--- src/rtl/vr_ss_pkg.sv ---
package vr_ss_pkg;

  localparam int PHASE_W = 3;

  typedef enum logic [PHASE_W-1:0] {
    PH_OFF     = 3'd0,
    PH_DELAY   = 3'd1,
    PH_RAMP_UP = 3'd2,
    PH_HOLD    = 3'd3,
    PH_RAMP_ID = 3'd4,
    PH_SETTLE  = 3'd5,
    PH_READY   = 3'd6,
    PH_FAULT   = 3'd7
  } ss_phase_e;

endpackage

--- src/rtl/vr_ss_timer.sv ---
// Phase dwell timer: done is high in the LIMIT-th cycle of run.
module vr_ss_timer #(
  parameter int LIMIT = 4
) (
  input  logic clk,
  input  logic rst,
  input  logic run,
  output logic done
);
  localparam int CW = (LIMIT > 1) ? $clog2(LIMIT) : 1;
  localparam logic [CW-1:0] LAST = CW'(LIMIT - 1);

  logic [CW-1:0] cnt;

  always_ff @(posedge clk) begin
    if (rst || !run) begin
      cnt <= '0;
    end else if (cnt != LAST) begin
      cnt <= cnt + CW'(1);
    end
  end

  assign done = run && (cnt == LAST);
endmodule

--- src/rtl/vr_ss_id_qual.sv ---
// Identification qualifier: stable once the code is valid and unchanged
// for STABLE_CYC consecutive edges. Runs in every phase.
module vr_ss_id_qual #(
  parameter int CODE_W     = 8,
  parameter int STABLE_CYC = 100
) (
  input  logic              clk,
  input  logic              rst,
  input  logic [CODE_W-1:0] id_code,
  input  logic              id_valid,
  output logic              stable
);
  localparam int SW = $clog2(STABLE_CYC + 1);
  localparam logic [SW-1:0] FULL = SW'(STABLE_CYC);

  logic [CODE_W-1:0] prev;
  logic [SW-1:0]     cnt;

  always_ff @(posedge clk) begin
    if (rst) begin
      prev <= '0;
      cnt  <= '0;
    end else begin
      prev <= id_code;
      if (!id_valid || (id_code != prev)) begin
        cnt <= '0;
      end else if (cnt != FULL) begin
        cnt <= cnt + SW'(1);
      end
    end
  end

  assign stable = id_valid && (cnt == FULL);
endmodule

--- src/rtl/vr_ss_ramp.sv ---
// Reference register: moves one code toward goal per step strobe.
module vr_ss_ramp #(
  parameter int CODE_W = 8
) (
  input  logic              clk,
  input  logic              rst,
  input  logic              clr,
  input  logic              step,
  input  logic [CODE_W-1:0] goal,
  output logic [CODE_W-1:0] code,
  output logic              at_goal
);
  always_ff @(posedge clk) begin
    if (rst || clr) begin
      code <= '0;
    end else if (step && (code != goal)) begin
      if (code < goal) code <= code + CODE_W'(1);
      else             code <= code - CODE_W'(1);
    end
  end

  assign at_goal = (code == goal);
endmodule

--- src/rtl/vr_softstart_seq.sv ---
module vr_softstart_seq
  import vr_ss_pkg::*;
#(
  parameter int CODE_W        = 8,
  parameter int MID_CODE      = 176,
  parameter int START_CYC     = 272000,
  parameter int HOLD_CYC      = 17000,
  parameter int SETTLE_CYC    = 17000,
  parameter int ID_STABLE_CYC = 100,
  parameter int OFFSET_STEPS  = 0,
  parameter int OFF_CODE      = 0
) (
  input  logic              clk,
  input  logic              rst,
  input  logic              por_ok,
  input  logic              en_core,
  input  logic              en_io,
  input  logic              step_tick,
  input  logic [CODE_W-1:0] id_code,
  input  logic              id_valid,
  input  logic              fault_in,
  output logic [CODE_W-1:0] dac_code,
  output logic [2:0]        phase,
  output logic              ready
);
  localparam logic [CODE_W-1:0] MID_Q = CODE_W'(MID_CODE);
  localparam logic [CODE_W-1:0] OFS_Q = CODE_W'(OFFSET_STEPS);
  localparam logic [CODE_W-1:0] OFF_Q = CODE_W'(OFF_CODE);
  localparam int N_TMR = 3;

  function automatic int tmr_limit(input int g);
    case (g)
      0:       return START_CYC;
      1:       return HOLD_CYC;
      default: return SETTLE_CYC;
    endcase
  endfunction

  function automatic ss_phase_e tmr_phase(input int g);
    case (g)
      0:       return PH_DELAY;
      1:       return PH_HOLD;
      default: return PH_SETTLE;
    endcase
  endfunction

  ss_phase_e         state, nstate;
  logic [N_TMR-1:0]  tdone;
  logic              id_ok, at_goal, lost, off_seen, ramping;
  logic [CODE_W-1:0] target_q, id_target, goal;
  logic              ready_q;

  for (genvar g = 0; g < N_TMR; g++) begin : g_tmr
    vr_ss_timer #(.LIMIT(tmr_limit(g))) u_tmr (
      .clk  (clk),
      .rst  (rst),
      .run  (state == tmr_phase(g)),
      .done (tdone[g])
    );
  end

  vr_ss_id_qual #(.CODE_W(CODE_W), .STABLE_CYC(ID_STABLE_CYC)) u_qual (
    .clk      (clk),
    .rst      (rst),
    .id_code  (id_code),
    .id_valid (id_valid),
    .stable   (id_ok)
  );

  assign ramping   = (state == PH_RAMP_UP) || (state == PH_RAMP_ID);
  assign goal      = (state == PH_RAMP_UP) ? MID_Q : target_q;
  assign id_target = (id_code >= OFS_Q) ? (id_code - OFS_Q) : '0;
  assign lost      = !por_ok || !en_core || !en_io;
  assign off_seen  = id_valid && (id_code == OFF_Q);

  vr_ss_ramp #(.CODE_W(CODE_W)) u_ramp (
    .clk     (clk),
    .rst     (rst),
    .clr     ((nstate == PH_OFF) || (nstate == PH_FAULT)),
    .step    (step_tick && ramping),
    .goal    (goal),
    .code    (dac_code),
    .at_goal (at_goal)
  );

  always_comb begin
    nstate = state;
    if (lost) begin
      nstate = PH_OFF;
    end else if (fault_in && (state != PH_OFF) && (state != PH_FAULT)) begin
      nstate = PH_FAULT;
    end else begin
      case (state)
        PH_OFF:     if (!off_seen) nstate = PH_DELAY;
        PH_DELAY:   if (tdone[0]) nstate = PH_RAMP_UP;
        PH_RAMP_UP: if (at_goal) nstate = PH_HOLD;
        PH_HOLD:    if (tdone[1] && id_ok) nstate = off_seen ? PH_OFF : PH_RAMP_ID;
        PH_RAMP_ID: if (off_seen) nstate = PH_OFF;
                    else if (at_goal) nstate = PH_SETTLE;
        PH_SETTLE:  if (off_seen) nstate = PH_OFF;
                    else if (tdone[2]) nstate = PH_READY;
        PH_READY:   if (off_seen) nstate = PH_OFF;
        default:    nstate = state;
      endcase
    end
  end

  always_ff @(posedge clk) begin
    if (rst) begin
      state    <= PH_OFF;
      target_q <= '0;
      ready_q  <= 1'b0;
    end else begin
      state   <= nstate;
      ready_q <= (nstate == PH_READY);
      if ((state == PH_HOLD) && (nstate == PH_RAMP_ID)) target_q <= id_target;
    end
  end

  assign phase = state;
  assign ready = ready_q;
endmodule

--- config.mk ---
export PLATFORM = sky130hd
export DESIGN_NAME = vr_softstart_seq
export DESIGN_NICKNAME = d
export VERILOG_FILES = /design/src/rtl/vr_ss_pkg.sv /design/src/rtl/vr_ss_timer.sv /design/src/rtl/vr_ss_id_qual.sv /design/src/rtl/vr_ss_ramp.sv /design/src/rtl/vr_softstart_seq.sv
export SDC_FILE = /design/constraint.sdc
export NUM_CORES = 1
export LEC_CHECK = 0
export BUFFER_PORTS_ARGS = -buffer_cell sky130_fd_sc_hd__buf_2
export CAP_MARGIN = 10
export CORE_ASPECT_RATIO = 0.8
export CORE_MARGIN = 8
export CORE_UTILIZATION = 35
export DETAILED_ROUTE_END_ITERATION = 16
export SYNTH_ARGS = -nofsm -noshare
export SYNTH_HDL_FRONTEND = slang
export SYNTH_SLANG_ARGS = --single-unit
--- constraint.sdc ---
create_clock -name clk -period 6.19 [get_ports clk]
set_input_delay 0.619 -clock clk [delete_from_list [all_inputs] [get_ports clk]]
set_output_delay 0.619 -clock clk [all_outputs]
set_load 0.1 [all_outputs]
==> flow_metrics.py, run 1 <==
metrics = {
    "status": {
        "status": "complete, no violations",
    },
    "floorplan": {
        "die_extent_in_x_um": 138,
        "floorplan.die_area_um2": 15600,
        "placement_rows": 35,
        "core_area_um2": 11600,
        "floorplan.io_pins": 28,
        "chipHeight_um": 114,
        "initial_utilization": 0.360,
    },
    "clock_tree": {
        "cts_tree": "built",
        "clock_latency_ns": 0.34,
        "cts_hold_buffers": 0,
        "cts_root_buf": "sky130_fd_sc_hd__clkbuf_16",
        "postcts_setup_bufs": 0,
        "clk_pin_slew_worst_paths_ns": 0.06,
        "tritoncts.num_buffers": 9,
        "cts_max_level": 3,
        "cts_sinks": 84,
        "max_clock_buf_depth": 2,
        "cts.repair.resized": 0,
    },
    "layout": {
        "final_cells": 656,
        "drive_above_1_share": 0.102,
        "area.growth.synth_to_final_pct": 14.0,
        "final_cell_mix": "sky130_fd_sc_hd__nor2_1, sky130_fd_sc_hd__dfxtp_1, sky130_fd_sc_hd__xor2_1",
        "fillerInstances": 1168,
        "postLayoutCellArea_um2": 4740,
        "end_of_flow_core_utilization": 0.410,
        "antenna_cells_inserted": 0,
        "design.final.nets": 539,
        "final_common_cell": "sky130_fd_sc_hd__nor2_1",
    },
    "hold_path": {
        "hold_path_class": "register to register",
        "hold_depth": 1,
    },
    "timing": {
        "timing.final.crit_share": 0.669,
        "hold-worst-slack_ns": 0.495,
        "final.min_clock_period_ns": 4.14,
        "setup_violations": 0,
        "maxSlewHeadroom": 0.570,
        "hold_viol": 0,
        "grt_setup_unrepaired": "false",
        "timing.final.max_slew_violations": 0,
        "setup_tns_ns": 0,
        "timing.clock.skew_ns": 0.00426,
        "fmaxAchievable_mhz": 242,
        "worst_slew_pin_slew_ns": 0.645,
    },
    "worst_setup_path": {
        "regToRegSetupSlack_ns": 2.05,
        "worst-endpoint-arrival_ns": 4.36,
        "worst-r2r-cell-count": 16,
        "cp_max_fo": 15,
        "worst_path_max_delay_cell": "sky130_fd_sc_hd__dfxtp_1",
        "slowest_delay_ns": 0.60,
        "worst-endpoint-required_ns": 6.41,
        "timing.critical_path.cells": "nand2b_1 -> or2_2 -> nand2_1 -> ha_1 -> nor2b_1 -> o211ai_1 -> a21oi_1 -> or3_1 -> ha_1 -> nand2_1 -> o21ai_0 -> o22ai_1 -> or4_1 -> a21oi_1 -> xnor2_1 -> nor3_1",
        "startpoint_type": "register",
        "setup.worst_path.class": "register to register",
        "cp-end-kind": "register",
    },
    "detailed_routing": {
        "routed_wirelength_mm": 8.42,
        "drt-initial-drc-count": 117,
        "vias": 3266,
        "detail_route.vias_per_cell": 4.98,
        "route.detailed.wl_per_inst_um": 12.8,
        "postRouteAntennaNets": 0,
        "dr.pass1.iters": 4,
        "drt_drc_violations_left": 0,
    },
    "global_route": {
        "global_route.overflow_total": 0,
        "total_global_route_track_usage": 0.114,
        "grt_pass1_vias": 3162,
        "first_pass_grt_wire_length_mm": 14.7,
        "largest_net_degree_at_the_start_of_global_routing": 23,
        "antenna_found_initial": 0,
    },
    "synthesis": {
        "netlist.area_leader.share": 0.404,
        "dominantRegCellSynth": "sky130_fd_sc_hd__dfxtp_1",
        "synth.yosys.warnings": 0,
        "netlist-cell-type-count": 51,
        "area_leader_netlist": "sky130_fd_sc_hd__dfxtp_1",
        "syn-instance-count": 480,
        "asyncSetResetFlopFracSynth": 0,
        "netlist_area_before_placement_um2": 4160,
        "synth.net_count": 516,
        "yosysSeqAreaShare": 0.404,
        "synth.area.top_cells": "sky130_fd_sc_hd__dfxtp_1, sky130_fd_sc_hd__nor2_1, sky130_fd_sc_hd__xor2_1",
        "synth_edf_count": 0,
        "synth_area_per_cell_um2": 8.66,
        "ys_seq_elements": 84,
    },
    "power_and_ir_drop": {
        "p_per_area_nw_per_um2": 241,
        "worst_ir_drop_vdd_uv": 128,
        "leakagePower_nw": 1.82,
    },
    "place": {
        "dpl-instance-area_um2": 4420,
        "dpl.cell_count": 640,
        "routabilityCongestion": 0.815,
        "buffer_ports.inserted": 27,
        "dp.final_hpwl_mm": 6.22,
    },
    "flow_run": {
        "max_cap_violations": 0,
    },
}
-- Yosys cell counts, drive strengths merged (2+ instances only) --
cell type and count:
nand3b 2, buf 2, mux2i 14, xor2 36, o21bai 3, a21oi 21, nand4b 2, ha 19
dfxtp 84, or3 7, or2 6, or4 6, nor4b 3, nand2 27, nand3 25, clkbuf 13
xnor2 26, nor4 5, nor2b 10, nor2 85, a31oi 2, inv 7, and2 3, nor3 16
o21ai 10, o21a 2, nand2b 5, nand4 10, nor3b 2, and3 10
-- power breakdown --
group,switching (mW),total [mW],internal (mW)
registers,0.00169,0.545,0.544
clock network,0.217,0.570,0.353
logic,0.0157,0.0264,0.0107
-- stage by stage --
stage,power [mW],setup slack [ns]
3_3_place_gp,0.583,2.25
3_5_place_dp,0.584,2.08
5_1_grt,1.18,1.72
4_1_cts,1.16,2.06
2_1_floorplan,0.572,1.87
6_report,1.14,2.05
-- logic make-up (layout without fill, tap and decap cells) --
group / Yosys count / count (layout) / synth area share
DFF: 84 / 84 / 0.404
and+or+nand+nor: 230 / 230 / 0.278
adders and majority gates: 20 / 20 / 0.0620
buffers and inverters: 22 / 50 / 0.0202
muxes: 14 / 14 / 0.0337
AOI/OAI and AO/OA: 48 / 48 / 0.0713
xor gates and xnor gates: 62 / 62 / 0.131
-- worst max-delay path: cells and delay by family (launching register included) --
| family | cells | cell delay [ns] |
|---|---|---|
| xor gates and xnor gates | 1 | 0.15 |
| AOI/OAI and AO/OA | 5 | 0.84 |
| DFF | 1 | 0.60 |
| adders and majority gates | 2 | 0.64 |
| and+or+nand+nor | 8 | 1.79 |
-- cell type report --
type	instances	area, µm²	share of cell area
clock buffer	10	229	0.0483
clock inverter	6	88.8	0.0187
inverter	7	26.3	0.00554
multi-input combinational	374	2390	0.505
sequential	84	1680	0.355
tap	148	185	0.0391
timing repair buffer	27	135	0.0285
-- sequential cells by signal (all words and copies together) (netlist names) --
| name | count |
|---|---|
| target_q | 8 |
| g_tmr.u_tmr.cnt | 49 |
| u_qual.cnt | 7 |
| phase | 3 |
| u_qual.prev | 8 |
| u_ramp.code | 8 |
| ready | 1 |
-- final timing paths --
check                              from                     to
setup / recovery               phase[1]         u_ramp.code[7]
hold / removal    g_tmr[0].u_tmr.cnt[6]  g_tmr[0].u_tmr.cnt[6]
setup reg to reg               phase[1]         u_ramp.code[7]
hold reg to reg   g_tmr[0].u_tmr.cnt[6]  g_tmr[0].u_tmr.cnt[6]
-- per-layer routing --
metal,global-route usage,share of wire,up-vias
li1,-,-,1700
met5,0,0,-
met2,0.173,0.44,39
met3,0.0417,0.034,6
met4,0.0279,0.0074,0
met1,0.150,0.52,1521
(Power assumes the default switching activity.)
==> run 2, diff against run 1 <==
Clock period 6.19 ns to 4 ns, I/O delays scaled along.
==> flow_metrics.py, run 2 (synthesis gave the netlist of run 1 again) <==
metrics = {
    "status": {
        "status": "complete, no violations",
    },
    "place": {
        "dp.final_hpwl_mm": 6.27,
        "routabilityCongestion": 0.800,
        "dpl.cell_count": 641,
        "buffer_ports.inserted": 27,
        "dpl-instance-area_um2": 4440,
    },
    "power_and_ir_drop": {
        "power.internal_mw": 1.50,
        "share_clk_of_total_power": 0.520,
        "switching_power_uw": 341,
        "leakagePower_nw": 1.86,
        "share_seq_of_total_power": 0.458,
        "power.combinational.fraction": 0.022,
        "p_per_area_nw_per_um2": 384,
        "worst_ir_drop_vdd_uv": 238,
        "sw_frac_of_total": 0.185,
    },
    "layout": {
        "largest_reg_flops": 49,
        "area.growth.synth_to_final_pct": 15.2,
        "antenna_cells_inserted": 0,
        "design.final.nets": 540,
        "final_common_cell": "sky130_fd_sc_hd__nor2_1",
        "final_cell_mix": "sky130_fd_sc_hd__nor2_1, sky130_fd_sc_hd__dfxtp_1, sky130_fd_sc_hd__xor2_1",
        "postLayoutCellArea_um2": 4790,
        "fillerInstances": 1148,
        "drive_above_1_share": 0.112,
        "max_flop_register": "g_tmr.u_tmr.cnt",
        "final_cells": 657,
    },
    "floorplan": {
        "floorplan.io_pins": 28,
        "initial_utilization": 0.360,
        "core_area_um2": 11600,
        "chipHeight_um": 114,
        "placement_rows": 35,
        "floorplan.die_area_um2": 15600,
        "die_extent_in_x_um": 138,
    },
    "detailed_routing": {
        "postRouteAntennaNets": 0,
        "drt-initial-drc-count": 106,
        "route.detailed.wl_per_inst_um": 12.9,
        "drt_drc_violations_left": 0,
        "dr.pass1.iters": 4,
        "vias": 3283,
        "detail_route.vias_per_cell": 5.00,
        "routed_wirelength_mm": 8.49,
    },
    "global_route": {
        "total_global_route_track_usage": 0.114,
        "first_pass_grt_wire_length_mm": 14.7,
        "grt_pass1_vias": 3217,
        "global_route.overflow_total": 0,
        "antenna_found_initial": 0,
        "largest_net_degree_at_the_start_of_global_routing": 23,
    },
    "worst_setup_path": {
        "crit_buf_inv": 0,
        "cp-end-kind": "register",
        "crit_family": "simple AND/OR/NAND/NOR gates",
        "worst-r2r-cell-count": 16,
        "cp_max_fo": 10,
        "worst_path_max_delay_cell": "sky130_fd_sc_hd__or3_4",
        "setup.worst_path.class": "register to register",
        "r2r_end": "u_ramp.code[7]",
        "critical_path.reg2reg.startpoint": "phase[0]",
        "worst-endpoint-arrival_ns": 3.94,
        "timing.critical_path.cells": "nand2b_1 -> or2_2 -> nand2_1 -> ha_1 -> nor2b_1 -> o211ai_1 -> a21oi_1 -> or3_4 -> ha_1 -> nand2_1 -> o21ai_1 -> o22ai_1 -> or4_1 -> a21oi_1 -> xnor2_1 -> nor3_1",
        "regToRegSetupSlack_ns": 0.28,
        "worst-endpoint-required_ns": 4.22,
        "startpoint_type": "register",
        "slowest_delay_ns": 0.43,
    },
    "flow_run": {
        "max_cap_violations": 0,
    },
    "hold_path": {
        "hold_depth": 2,
        "holdPathEnd": "u_qual.prev[2]",
        "hold_path_class": "input pin to register",
        "startpoint_of_the_tightest_hold_check_path": "id_code[2]",
    },
    "clock_tree": {
        "cts_root_buf": "sky130_fd_sc_hd__clkbuf_16",
        "cts_tree": "built",
        "max_clock_buf_depth": 2,
        "tritoncts.num_buffers": 9,
        "cts_sinks": 84,
        "clock_latency_ns": 0.33,
        "cts_hold_buffers": 0,
        "cts_max_level": 3,
        "clk_pin_slew_worst_paths_ns": 0.06,
    },
    "timing": {
        "final.min_clock_period_ns": 3.72,
        "setup_violations": 0,
        "timing.final.crit_share": 0.931,
        "maxSlewHeadroom": 0.579,
        "timing.final.max_slew_violations": 0,
        "grt_setup_unrepaired": "false",
        "worst_slew_pin_slew_ns": 0.631,
        "fmaxAchievable_mhz": 269,
        "hold_viol": 0,
        "setup_tns_ns": 0,
        "timing.clock.skew_ns": 0.00522,
    },
}
## run 2: final cells by class
| class | instances | area [µm²] | share of cell area |
|---|---|---|---|
| Clock inverter | 4 | 95.1 | 0.0198 |
| Timing Repair Buffer | 28 | 143 | 0.0298 |
| Inverter | 7 | 26.3 | 0.00548 |
| Tap cell | 148 | 185 | 0.0386 |
| Multi-Input combinational cell | 374 | 2400 | 0.501 |
| Sequential cell | 84 | 1690 | 0.352 |
| Clock buffer | 12 | 256 | 0.0535 |
## run 2: power groups by stage
stage	combinational (mW)	clock [mW]	sequential, mW
6_report	0.0411	0.957	0.844
4_1_cts	0.0413	0.981	0.843
3_5_place_dp	0.0410	0	0.862
2_1_floorplan	0.0217	0	0.864
5_1_grt	0.0457	1.01	0.843
3_3_place_gp	0.0404	0	0.862
## run 2: worst max path at each step
stage / from / end / slack, ns / depth (start not counted)
after floorplan: phase[2] / u_ramp.code[7] / 0.09 / 16
after CTS: phase[0] / u_ramp.code[7] / 0.09 / 16
final: phase[0] / u_ramp.code[7] / 0.28 / 16
after detailed placement: phase[0] / u_ramp.code[7] / 0.11 / 16
after global placement: phase[0] / u_ramp.code[7] / 0.25 / 16
after global routing: phase[0] / u_ramp.code[7] / 0.03 / 16
## run 2: stage by stage
stage          power, mW  hold WS (ns)  utilization  setup slack [ns]
6_report            1.84         0.339        0.415             0.278
5_1_grt             1.90         0.354        0.415            0.0294
4_1_cts             1.87         0.326        0.414            0.0931
3_5_place_dp       0.903         0.490        0.384             0.111
3_3_place_gp       0.902         0.468        0.384             0.246
2_1_floorplan      0.885         0.452            -            0.0912
## run 2: worst reg2reg max path, cell delays in order (launching register included)
cell and delay [ns]:
sky130_fd_sc_hd__dfxtp_4 0.38, sky130_fd_sc_hd__nand2b_1 0.18, sky130_fd_sc_hd__or2_2 0.34, sky130_fd_sc_hd__nand2_1 0.09, sky130_fd_sc_hd__ha_1 0.23, sky130_fd_sc_hd__nor2b_1 0.13
sky130_fd_sc_hd__o211ai_1 0.17, sky130_fd_sc_hd__a21oi_1 0.12, sky130_fd_sc_hd__or3_4 0.43, sky130_fd_sc_hd__ha_1 0.37, sky130_fd_sc_hd__nand2_1 0.07, sky130_fd_sc_hd__o21ai_1 0.18
sky130_fd_sc_hd__o22ai_1 0.11, sky130_fd_sc_hd__or4_1 0.41, sky130_fd_sc_hd__a21oi_1 0.19, sky130_fd_sc_hd__xnor2_1 0.15, sky130_fd_sc_hd__nor3_1 0.06
## run 2: timing repair
| action | in CTS | in global routing |
|---|---|---|
| resized for setup | 0 | 2 |
| buffers inserted | 0 | 0 |
| endpoints found under the hold margin | 0 | 0 |
| endpoints found under the setup margin | 0 | 2 |
## run 2: metal layers
metal,routed length (µm),vias up,global-route usage
li1,-,1709,-
met1,4350,1528,0.149
met2,3790,36,0.175
met3,221,10,0.0299
met4,127,0,0.0429
met5,0,-,0
==> run 3, diff against run 2 <==
Settings changed: CORE_MARGIN 8 to 10.
==> flow_metrics.py, run 3 (synthesis gave the netlist of run 1 again) <==
metrics = {
    "status": {
        "status": "complete, no violations",
    },
    "clock_tree": {
        "clock_latency_ns": 0.33,
        "cts_hold_buffers": 0,
        "cts_sinks": 84,
        "cts_root_buf": "sky130_fd_sc_hd__clkbuf_16",
        "cts_tree": "built",
        "cts_max_level": 3,
        "clk_pin_slew_worst_paths_ns": 0.06,
        "tritoncts.num_buffers": 9,
        "max_clock_buf_depth": 2,
    },
    "worst_setup_path": {
        "timing.critical_path.cells": "nand2b_1 -> or2_2 -> nand2_1 -> ha_1 -> nor2b_1 -> o211ai_1 -> a21oi_1 -> or3_4 -> ha_1 -> nand2_1 -> o21ai_1 -> o22ai_1 -> or4_1 -> a21oi_1 -> xnor2_1 -> nor3_1",
        "worst-endpoint-required_ns": 4.22,
        "crit_buf_inv": 0,
        "worst_path_max_delay_cell": "sky130_fd_sc_hd__or3_4",
        "crit_family": "simple AND/OR/NAND/NOR gates",
        "cp-end-kind": "register",
        "setup.worst_path.class": "register to register",
        "worst-r2r-cell-count": 16,
        "worstSetupPathDepth": 16,
        "worst-endpoint-arrival_ns": 3.94,
        "slowest_delay_ns": 0.43,
        "startpoint_type": "register",
        "cp_max_fo": 10,
    },
    "layout": {
        "antenna_cells_inserted": 0,
        "final_common_cell": "sky130_fd_sc_hd__nor2_1",
        "multi_input_area_um2": 2400,
        "max_flop_register": "g_tmr.u_tmr.cnt",
        "design.final.nets": 540,
        "fillerInstances": 1163,
        "area.growth.synth_to_final_pct": 14.1,
        "drive_above_1_share": 0.114,
        "sequential_cell_area_um2": 1690,
        "final_cell_mix": "sky130_fd_sc_hd__nor2_1, sky130_fd_sc_hd__dfxtp_1, sky130_fd_sc_hd__xor2_1",
        "largest_reg_flops": 49,
    },
    "detailed_routing": {
        "routed_wirelength_mm": 8.36,
        "drt-initial-drc-count": 123,
        "dr.pass1.iters": 4,
        "drt_drc_violations_left": 0,
        "route.detailed.wl_per_inst_um": 12.7,
        "detail_route.vias_per_cell": 4.98,
        "vias": 3274,
        "postRouteAntennaNets": 0,
    },
    "hold_path": {
        "hold_depth": 2,
        "hold_path_class": "input pin to register",
    },
    "floorplan": {
        "placement_rows": 35,
        "chipHeight_um": 118,
        "floorplan.io_pins": 28,
        "core_area_um2": 11600,
        "floorplan.die_area_um2": 16700,
        "die_extent_in_x_um": 142,
        "initial_utilization": 0.360,
    },
    "flow_run": {
        "max_cap_violations": 0,
    },
    "power_and_ir_drop": {
        "worst_ir_drop_vdd_uv": 279,
        "leakagePower_nw": 1.84,
        "p_per_area_nw_per_um2": 358,
    },
    "timing": {
        "maxSlewHeadroom": 0.555,
        "grt_setup_unrepaired": "false",
        "worst_slew_pin_slew_ns": 0.668,
        "setup_tns_ns": 0,
        "final.min_clock_period_ns": 3.72,
        "timing.final.max_slew_violations": 0,
        "timing.final.crit_share": 0.929,
        "hold_viol": 0,
        "timing.clock.skew_ns": 0.00677,
        "post-route-worst-setup-slack_ns": 0.283,
        "setup_violations": 0,
        "hold-worst-slack_ns": 0.346,
        "fmaxAchievable_mhz": 269,
    },
    "global_route": {
        "largest_net_degree_at_the_start_of_global_routing": 23,
        "total_global_route_track_usage": 0.103,
        "grt_pass1_vias": 3200,
        "first_pass_grt_wire_length_mm": 14.7,
        "antenna_found_initial": 0,
        "global_route.overflow_total": 0,
    },
    "place": {
        "routabilityCongestion": 0.806,
        "place_worst_setup_slack_ns": 0.118,
        "buffer_ports.inserted": 27,
        "dp.final_hpwl_mm": 6.25,
    },
}
## run 3: changes by cell type in the layout (fill, tap and decap cells not counted)
cell	previous run	this run
sky130_fd_sc_hd__bufinv_16	3	0
sky130_fd_sc_hd__clkbuf_1	1	0
sky130_fd_sc_hd__clkbuf_16	9	10
sky130_fd_sc_hd__clkbuf_8	2	1
sky130_fd_sc_hd__clkinv_4	0	3
sky130_fd_sc_hd__inv_8	0	1
## run 3: what timing repair did
item                       4_1_cts  5_1_grt
setup endpoints to repair        0        1
buffers inserted                 0        0
resized for setup                0        2
## run 3: path summary, 6_finish.rpt
kind	startpoint	endpoint	slack (ns)
max	phase[0]	u_ramp.code[7]	0.28
min	id_code[2]	u_qual.prev[2]	0.35
max reg2reg	phase[0]	u_ramp.code[7]	0.28
min reg2reg	g_tmr[0].u_tmr.cnt[6]	g_tmr[0].u_tmr.cnt[6]	0.49
## run 3: cell type report
cell class,count,share of cell area
clock buffers,11,0.0556
inverters,7,0.00554
multi-input cells,374,0.505
clock inverters,5,0.00896
well taps,148,0.0390
flip-flops and latches,84,0.356
repair buffers,28,0.0300
## run 3: metal layers
metal | vias to the layer above | wire length, µm | global-route usage
met5 | - | 0 | 0
met4 | 0 | 101 | 0.0325
met3 | 7 | 309 | 0.0315
met2 | 39 | 3780 | 0.160
met1 | 1512 | 4170 | 0.133
li1 | 1716 | - | -
## run 3: report_power, final
part | leakage (nW) | internal [mW] | switching (mW)
clock network | 0.153 | 0.481 | 0.333
registers | 0.680 | 0.841 | 0.00254
logic | 1.00 | 0.0167 | 0.0246
## run 3: through the flow
stage | instance area (µm²) | utilization | power (mW) | cells
4_1_cts | 4740 | 0.410 | 1.73 | 657
3_3_place_gp | 4440 | 0.384 | 0.902 | 641
5_1_grt | 4750 | 0.411 | 1.77 | 657
2_1_floorplan | 4170 | - | 0.885 | 480
6_report | 4750 | 0.411 | 1.70 | 657
3_5_place_dp | 4440 | 0.384 | 0.903 | 641
## run 3: worst reg2reg max path: stages (launching register included)
cell,delay [ns]
sky130_fd_sc_hd__dfxtp_4,0.37
sky130_fd_sc_hd__nand2b_1,0.18
sky130_fd_sc_hd__or2_2,0.34
sky130_fd_sc_hd__nand2_1,0.09
sky130_fd_sc_hd__ha_1,0.23
sky130_fd_sc_hd__nor2b_1,0.13
sky130_fd_sc_hd__o211ai_1,0.16
sky130_fd_sc_hd__a21oi_1,0.12
sky130_fd_sc_hd__or3_4,0.43
sky130_fd_sc_hd__ha_1,0.38
sky130_fd_sc_hd__nand2_1,0.08
sky130_fd_sc_hd__o21ai_1,0.18
sky130_fd_sc_hd__o22ai_1,0.11
sky130_fd_sc_hd__or4_1,0.41
sky130_fd_sc_hd__a21oi_1,0.18
sky130_fd_sc_hd__xnor2_1,0.15
sky130_fd_sc_hd__nor3_1,0.06
